$ cat config.mk
export PLATFORM = sky130hd
export DESIGN_NAME = vidact_finder
export DESIGN_NICKNAME = d
export VERILOG_FILES = /design/src/rtl/vidact_pkg.sv /design/src/rtl/vidact_luma.sv /design/src/rtl/vidact_timebase.sv /design/src/rtl/vidact_span.sv /design/src/rtl/vidact_finder.sv
export SDC_FILE = /design/constraint.sdc
export NUM_CORES = 1
export LEC_CHECK = 0
export ABC_CLOCK_PERIOD_IN_PS = 8800
export BUFFER_PORTS_ARGS = -buffer_cell sky130_fd_sc_hd__clkbuf_2
export CORE_ASPECT_RATIO = 0.8
export CORE_MARGIN = 5
export CORE_UTILIZATION = 25
export DETAILED_ROUTE_END_ITERATION = 8
export GPL_TIMING_DRIVEN = 0
export PLACE_DENSITY = 0.42
export SETUP_SLACK_MARGIN = 0.15
export SYNTH_ARGS = -nofsm -noshare
export SYNTH_HDL_FRONTEND = slang
export SYNTH_HIERARCHICAL = 1
export SYNTH_SLANG_ARGS = --single-unit
$ cat constraint.sdc
create_clock -name clk -period 8.8 [get_ports clk]
set_clock_uncertainty 0.1 [all_clocks]
set_input_delay 1.32 -clock clk [delete_from_list [all_inputs] [get_ports clk]]
set_output_delay 1.32 -clock clk [all_outputs]
set_load 0.005 [all_outputs]
$ cat src/rtl/vidact_pkg.sv
package vidact_pkg;
    localparam int unsigned DEF_PIX_W     = 8;
    localparam int unsigned DEF_CH_N      = 3;
    localparam int unsigned DEF_COORD_W   = 11;
    localparam int unsigned DEF_SEL_W     = 8;
    localparam int unsigned DEF_SEL_SHIFT = 3;

    // Search axes handled by one span tracker each
    localparam int unsigned AX_H = 0;
    localparam int unsigned AX_V = 1;
    localparam int unsigned AX_N = 2;
endpackage

$ cat src/rtl/vidact_luma.sv
module vidact_luma #(
    parameter int unsigned PIX_W = 8,
    parameter int unsigned CH_N  = 3
) (
    input  logic [CH_N*PIX_W-1:0] chans,
    output logic [PIX_W-1:0]      luma
);
    // Brightness: the largest channel value of the pixel
    always_comb begin
        luma = '0;
        for (int i = 0; i < CH_N; i++) begin
            if (chans[i*PIX_W +: PIX_W] > luma) begin
                luma = chans[i*PIX_W +: PIX_W];
            end
        end
    end
endmodule

$ cat src/rtl/vidact_timebase.sv
module vidact_timebase #(
    parameter int unsigned COORD_W = 11
) (
    input  logic               clk,
    input  logic               rst_n,
    input  logic               hsync,
    input  logic               vsync,
    output logic [COORD_W-1:0] cur_x,
    output logic [COORD_W-1:0] cur_y,
    output logic               frame_start
);
    typedef struct packed {
        logic               hs_prev;
        logic               vs_prev;
        logic [COORD_W-1:0] x;
        logic [COORD_W-1:0] y;
    } tb_state_t;

    localparam logic [COORD_W-1:0] COORD_TOP = {COORD_W{1'b1}};

    tb_state_t st_q, st_d;
    logic      hs_rise;
    logic      vs_rise;

    always_comb begin
        hs_rise = hsync & ~st_q.hs_prev;
        vs_rise = vsync & ~st_q.vs_prev;
        st_d         = st_q;
        st_d.hs_prev = hsync;
        st_d.vs_prev = vsync;
        if (hs_rise) begin
            st_d.x = '0;
        end else if (st_q.x != COORD_TOP) begin
            st_d.x = st_q.x + 1'b1;
        end
        if (vs_rise) begin
            st_d.y = '0;
        end else if (hs_rise && (st_q.y != COORD_TOP)) begin
            st_d.y = st_q.y + 1'b1;
        end
    end

    // Position of the pixel presented in this cycle
    assign cur_x       = st_d.x;
    assign cur_y       = st_d.y;
    assign frame_start = vs_rise;

    always_ff @(posedge clk or negedge rst_n) begin
        if (!rst_n) begin
            st_q <= '0;
        end else begin
            st_q <= st_d;
        end
    end
endmodule

$ cat src/rtl/vidact_span.sv
module vidact_span #(
    parameter int unsigned COORD_W = 11
) (
    input  logic               clk,
    input  logic               rst_n,
    input  logic               discard,
    input  logic               frame_start,
    input  logic               commit,
    input  logic               hit,
    input  logic [COORD_W-1:0] coord,
    output logic [COORD_W-1:0] res_lo,
    output logic [COORD_W-1:0] res_hi
);
    localparam logic [COORD_W-1:0] NONE_LO = {COORD_W{1'b1}};
    localparam logic [COORD_W-1:0] NONE_HI = '0;

    typedef struct packed {
        logic [COORD_W-1:0] acc_lo;
        logic [COORD_W-1:0] acc_hi;
        logic [COORD_W-1:0] res_lo;
        logic [COORD_W-1:0] res_hi;
    } sp_state_t;

    sp_state_t st_q, st_d;

    always_comb begin
        st_d = st_q;
        if (discard) begin
            st_d.acc_lo = NONE_LO;
            st_d.acc_hi = NONE_HI;
        end else begin
            if (frame_start) begin
                if (commit) begin
                    st_d.res_lo = st_q.acc_lo;
                    st_d.res_hi = st_q.acc_hi;
                end
                st_d.acc_lo = NONE_LO;
                st_d.acc_hi = NONE_HI;
            end
            if (hit) begin
                if (coord < st_d.acc_lo) st_d.acc_lo = coord;
                if (coord > st_d.acc_hi) st_d.acc_hi = coord;
            end
        end
    end

    assign res_lo = st_q.res_lo;
    assign res_hi = st_q.res_hi;

    always_ff @(posedge clk or negedge rst_n) begin
        if (!rst_n) begin
            st_q <= '{acc_lo: NONE_LO, acc_hi: NONE_HI,
                      res_lo: NONE_LO, res_hi: NONE_HI};
        end else begin
            st_q <= st_d;
        end
    end
endmodule

$ cat src/rtl/vidact_finder.sv
module vidact_finder
    import vidact_pkg::*;
#(
    parameter int unsigned PIX_W     = DEF_PIX_W,
    parameter int unsigned COORD_W   = DEF_COORD_W,
    parameter int unsigned SEL_W     = DEF_SEL_W,
    parameter int unsigned SEL_SHIFT = DEF_SEL_SHIFT
) (
    input  logic               clk,
    input  logic               rst_n,
    input  logic [PIX_W-1:0]   pix_r,
    input  logic [PIX_W-1:0]   pix_g,
    input  logic [PIX_W-1:0]   pix_b,
    input  logic               hsync,
    input  logic               vsync,
    input  logic               mode_frame,
    input  logic [SEL_W-1:0]   row_sel,
    input  logic [SEL_W-1:0]   col_sel,
    input  logic [PIX_W-1:0]   h_thresh,
    input  logic [PIX_W-1:0]   v_thresh,
    input  logic               v_thresh_en,
    output logic [COORD_W-1:0] h_start,
    output logic [COORD_W-1:0] h_end,
    output logic [COORD_W-1:0] v_start,
    output logic [COORD_W-1:0] v_end
);
    localparam int unsigned CH_N = DEF_CH_N;

    typedef struct packed {
        logic mode;
        logic armed;
    } ctl_state_t;

    ctl_state_t         ctl_q, ctl_d;
    logic [PIX_W-1:0]   luma;
    logic [COORD_W-1:0] cur_x, cur_y;
    logic               frame_start;
    logic               mode_chg;
    logic               commit;
    logic [PIX_W-1:0]   v_th;
    logic               h_act, v_act;
    logic [COORD_W-1:0] row_coord, col_coord;
    logic [AX_N-1:0]    hit_ax;
    logic [COORD_W-1:0] coord_ax [AX_N];
    logic [COORD_W-1:0] lo_ax    [AX_N];
    logic [COORD_W-1:0] hi_ax    [AX_N];

    vidact_luma #(.PIX_W(PIX_W), .CH_N(CH_N)) u_luma (
        .chans ({pix_b, pix_g, pix_r}),
        .luma  (luma)
    );

    vidact_timebase #(.COORD_W(COORD_W)) u_time (
        .clk         (clk),
        .rst_n       (rst_n),
        .hsync       (hsync),
        .vsync       (vsync),
        .cur_x       (cur_x),
        .cur_y       (cur_y),
        .frame_start (frame_start)
    );

    always_comb begin
        mode_chg = (mode_frame != ctl_q.mode);
        commit   = frame_start & ctl_q.armed & ~mode_chg;
        ctl_d      = ctl_q;
        ctl_d.mode = mode_frame;
        if (mode_chg) begin
            ctl_d.armed = 1'b0;
        end else if (frame_start) begin
            ctl_d.armed = 1'b1;
        end
    end

    always_ff @(posedge clk or negedge rst_n) begin
        if (!rst_n) begin
            ctl_q <= '0;
        end else begin
            ctl_q <= ctl_d;
        end
    end

    // Threshold tests and search-line selection
    assign v_th      = v_thresh_en ? v_thresh : h_thresh;
    assign h_act     = (luma >= h_thresh);
    assign v_act     = (luma >= v_th);
    assign row_coord = COORD_W'(row_sel) << SEL_SHIFT;
    assign col_coord = COORD_W'(col_sel) << SEL_SHIFT;

    assign hit_ax[AX_H]   = h_act & (mode_frame | (cur_y == row_coord));
    assign coord_ax[AX_H] = cur_x;
    assign hit_ax[AX_V]   = v_act & (mode_frame | (cur_x == col_coord));
    assign coord_ax[AX_V] = cur_y;

    for (genvar a = 0; a < AX_N; a++) begin : g_axis
        vidact_span #(.COORD_W(COORD_W)) u_span (
            .clk         (clk),
            .rst_n       (rst_n),
            .discard     (mode_chg),
            .frame_start (frame_start),
            .commit      (commit),
            .hit         (hit_ax[a]),
            .coord       (coord_ax[a]),
            .res_lo      (lo_ax[a]),
            .res_hi      (hi_ax[a])
        );
    end

    assign h_start = lo_ax[AX_H];
    assign h_end   = hi_ax[AX_H];
    assign v_start = lo_ax[AX_V];
    assign v_end   = hi_ax[AX_V];
endmodule

Yosys cells after proc, flatten, opt, wreduce, memory -nomap -nowiden:

Cells that the tools add are included.

* output and inout port bits: 44
* ROM bits: 0
* bits in registers: 114
* bits of input ports: 62
* memory bits (writable): 0
* memories: 0
* word-level logic and storage cells: 69
* latch bits: 0

* multipliers: 0
* divide/modulo/power cells: 0
* equality and inequality tests: 5
* bitwise operators: 11
* $lt $le $gt $ge: 9
* shift operators: 0
* add/sub/neg operators: 2
* reductions and logical operators: 4
* mux-type cells: 24

Operators with widths (count)
* 44-bit 2-to-1 mux: 4
* 22-bit 2-to-1 mux: 6
* 11-bit 2-to-1 mux: 8
* 8-bit 2-to-1 mux: 4
* 11-bit by 1-bit adder with 11-bit output (second input constant): 2
* 11-bit == test: 2
* 11-bit > comparator: 2
* 11-bit < comparator: 2
* 11-bit inequality test (second input constant): 2
* 8-bit >= comparator: 2
* 8-bit > comparator: 2
* 8-bit by 1-bit > comparator with 1-bit output (second input constant): 1
* 1-bit bitwise AND: 6
* 2-bit nonzero test: 2
* 1-bit inverter: 3
* 3-bit AND reduction: 1
* 1-bit 2-to-1 mux: 2
* 1-bit OR: 2
* 1-bit logical AND: 1
* 1-bit inequality test: 1

Logic depth before layout (Yosys ltp):

* word-level depth: 11
* gate-level depth with buffers: 28
* mapped depth without buffers: 24

Cells and area by module:

The synthesis kept the hierarchy.

By module, submodules not included
* vidact_span: area each 2601.2 µm², instances 2, cells an instance 259, sequential area each 1128.6 µm²
* vidact_timebase: area each 1167.4 µm², instances 1, cells an instance 119, sequential area each 600.6 µm²
* vidact_finder: area each 710.7 µm², instances 1, cells an instance 82, sequential area each 50.0 µm²
* vidact_luma: area each 675.6 µm², instances 1, cells an instance 95, sequential area each 0.0 µm²

Worst setup path after synthesis:

Ideal clock, no wire load.

* kind: input port to flip-flop
* start: in pix_r[7]
* end: reg g_axis[1].u_span/st_q[22] in the netlist's numbering
* required time: 8599 ps
* buffers on the path: 3
* stages on the path: 26
* setup slack: 2752 ps
* setup time: 101 ps
* data arrival time: 5847 ps
* cells stage by stage: inv_1 > ha_1 > nand4_1 > o21ai_1 > buf_2 > nand3_1 > and2_1 > ha_1 > a21o_1 > a221o_1 > a21oi_4 > or2_1 > buf_6 > a31oi_1 > inv_1 > ha_1 > nand2b_1 > a21o_1 > a2111oi_2 > or3_1 > a21oi_1 > or3_1 > o41a_1 > o21a_1 > buf_2 > o32ai_1

RTL lines
* start: declaration: line vidact_finder.sv:11 `input logic [PIX_W-1:0] pix_r,`
* end signal: assignment: line vidact_span.sv:52 `st_q <= '{acc_lo: NONE_LO, acc_hi: NONE_HI,`
* end signal: assignment: line vidact_span.sv:55 `st_q <= st_d;`
* end: declaration: line vidact_span.sv:24 `sp_state_t st_q, st_d;`

==> results.py <==
metrics = {
    "status": {
        "status": "finished clean",
    },
    "route": {
        "drt_pass1_iterations": 4,
        "wl_um": 21250,
        "drtIter0Drc": 296,
        "drt-wirelength-per-cell_um": 15.58,
        "route.met3.wl_um": 815,
        "vias_per_cell": 4.486,
        "drc": 0,
        "wl_met1_um": 11240,
        "vias": 6119,
        "ant_nets": 0,
        "wl_met2_um": 9044,
        "top_layer": "met5",
    },
    "setup_path": {
        "path_max_fanout": 10,
        "cp_slowest_stage_delay_ns": 0.43,
        "cp_slowest_cell": "o21ai_1",
        "reg2reg_from": "u_time/st_q[0]",
        "r2r_end": "g_axis[0].u_span/st_q[22]",
        "arrival_ns": 6.69,
        "path_class": "in -> reg",
        "worst_ep_required_time_ns": 8.99,
        "end_kind": "flip-flop",
        "start_kind": "input port",
        "r2r_slack_ns": 4.41,
        "reg2regPathDepth": 14,
        "cpMostUsedCell": "ha_1",
    },
    "synth": {
        "avgSynthCellArea_um2": 9.528,
        "synth_cell_types": 58,
        "synth_area_um2": 7756,
        "synth_edf_count": 0,
        "synth-compound-area-share": 0.1415,
        "yosys_warnings": 6,
        "synth_fa_ha_area_frac": 0.1226,
        "synth-seq-cells": 114,
        "synth_top_family_by_area": "simple AND/OR/NAND/NOR gates",
        "synth_mux_area_frac": 0.07759,
        "seq_area_frac_synth": 0.3749,
        "ys_async_sr_fraction": 1.000,
        "synth_xor_area_frac": 0.02597,
        "synth_top_area_share": 0.2258,
        "synth_flop_cell": "dfrtp_1",
        "syn-num-nets": 952,
        "postSynthCellCount": 814,
        "synth_area_leaders": "dfrtp_1, dfstp_2, ha_1, buf_4, mux2i_1",
        "synth_top_cell_by_area": "dfrtp_1",
        "yosys.area_share.simple": 0.1639,
    },
    "min_path": {
        "hp-class": "reg -> reg",
        "hp-start": "g_axis[1].u_span/res_hi[4]",
        "hold_end": "g_axis[1].u_span/res_hi[4]",
        "hold_depth": 2,
    },
    "pwr": {
        "p_seq_frac": 0.362,
        "comb_power_share": 0.263,
        "design_power_total_w": 0.001788,
        "power_frac_clock": 0.376,
        "internal-power_w": 0.001226,
        "power.leakage_nw": 4.515,
        "power.density_nw_per_um2": 190.1,
        "irDropWorstVdd_uv": 74.46,
        "p_sw_w": 0.0005618,
        "switching_share": 0.3142,
    },
    "clocking": {
        "clock-sinks": 114,
        "cts_resized": 0,
        "clk_pin_slew_ns": 0.05,
        "clock_latency_ns": 0.41,
        "htreeDepth": 4,
        "cts_tree": "built",
        "cts_setup_buffers": 0,
        "postCtsHoldBufs": 0,
        "clockRootBuffer": "clkbuf_16",
        "cts_buffers": 17,
        "clockBufferDepth": 2,
    },
    "sta": {
        "grt_setup_unrepaired": "false",
        "setup_tns_ns": 0,
        "relSlewSlack": 0.1495,
        "hold_viol_final": 0,
        "fmax_mhz": 153.9,
        "setup_violations": 0,
        "maxSlewViolCount": 0,
        "tightest_slew_ns": 1.266,
        "holdWs_ns": 0.3857,
        "fin_crit_sh": 0.7386,
        "period_needed_ns": 6.500,
    },
    "global_routing": {
        "overflow": 0,
        "grtUsageTotal": 0.1250,
        "antenna_found_initial": 1,
        "grt_pass1_vias": 6317,
        "grt_max_degree": 69,
        "grt_first_pass_wirelength_um": 34710,
    },
    "layout": {
        "final_cell_mix": "clkbuf_2, ha_1, dfrtp_1",
        "multi_input_area_um2": 4123,
        "n_fill_cell": 3274,
        "area_growth_pct": 21.25,
        "layout_commonest_cell": "clkbuf_2",
        "diodes": 0,
        "regArea_um2": 2908,
        "drive_above_1_share": 0.3007,
        "final_core_util": 0.3088,
        "fin_area_um2": 9404,
        "fin_nets": 1076,
    },
    "die": {
        "die_area_um2": 34670,
        "io_pins": 106,
        "start_util": 0.2547,
        "die_h_um": 167.5,
        "die_w_um": 206.9,
        "core_um2": 30450,
        "num_rows": 57,
    },
    "placement": {
        "portBuffers": 104,
        "post_dp_cell_area_um2": 8830,
        "post-dp-hpwl_um": 16110,
        "gp_congestion": 0.8094,
    },
    "job": {
        "maxCapViolCount": 0,
    },
}
==> through the flow <==
stage	setup slack [ns]	cells
2_1_floorplan	2.752	814
5_1_grt	1.876	1364
6_report	2.300	1364
3_5_place_dp	1.882	1332
3_3_place_gp	1.902	1331
4_1_cts	2.283	1364
==> sequential cells by signal, summed over array words and instances (netlist names) <==
| name | cells |
|---|---|
| ctl_q | 2 |
| g_axis.u_span/res_hi | 22 |
| g_axis.u_span/res_lo | 22 |
| g_axis.u_span/st_q | 44 |
| u_time/st_q | 24 |
==> power by group through the flow <==
stage	logic [W]	registers [W]	clock network [W]
finish	0.000470	0.000646	0.000672
CTS	0.000482	0.000648	0.000694
detailed placement	0.000480	0.000656	0
global route	0.000536	0.000656	0.000719
global placement	0.000476	0.000655	0
floorplan	0.000333	0.000641	0
==> layout make-up <==
type                    instances  share of cell area
repair buffers                105             0.05921
flip-flops and latches        114              0.3092
plain buffers                  77             0.05322
inverters                      60             0.02395
clock buffers                  22             0.05389
multi-input cells             563              0.4384
well taps                     413             0.05495
clock inverters                10            0.007185
==> worst max path at each step <==
stage,startpoint,to,slack (ns),cells after the start
3_3_place_gp,pix_r[7],g_axis[1].u_span/st_q[22],1.90,27
3_5_place_dp,pix_r[7],g_axis[0].u_span/st_q[22],1.88,27
5_1_grt,pix_r[7],g_axis[1].u_span/st_q[22],1.88,27
4_1_cts,pix_r[7],g_axis[1].u_span/st_q[22],2.28,27
6_report,pix_r[7],g_axis[0].u_span/st_q[22],2.30,27
2_1_floorplan,pix_r[7],g_axis[1].u_span/st_q[22],2.75,26
==> cell families (layout without fill, tap and decap cells) <==
kind of cell,count (synthesis),after routing
AOI/OAI and AO/OA,157,157
xor gates and xnor gates,23,23
adders and majority gates,76,76
buffers and inverters,137,274
DFF,114,114
muxes,57,57
and+or+nand+nor,250,250
==> routing by layer <==
layer / GRT usage / vias up
li1: - / 3113
met1: 0.1872 / 2890
met2: 0.1845 / 104
met3: 0.02978 / 10
met4: 0.02183 / 2
met5: 0 / -
==> worst max-delay path, delay by kind of cell <==
kind | cells | cell delay, ns
AO/OA/AOI/OAI | 11 | 2.41
AND/OR/NAND/NOR | 7 | 1.33
buffers and inverters | 6 | 0.83
adder cells (fa/ha/maj) | 3 | 0.80
==> cells in the mapped netlist (all sizes together) (3+ instances only) <==
master  instances
a211oi          3
a21bo           7
a21o           14
a21oi          30
a31oi          11
and2            7
and3            7
and4            9
buf            63
clkbuf         14
dfrtp          70
dfstp          44
ha             76
inv            59
mux2           25
mux2i          32
nand2          43
nand2b         28
nand3          19
nand4           6
nor2           64
nor3           39
nor4            4
o211ai          7
o21a            5
o21ai          43
o21bai          4
o32ai          20
or2             3
or3            10
or4             5
xor2           21
Note: power is estimated with default switching activity, not from simulation.
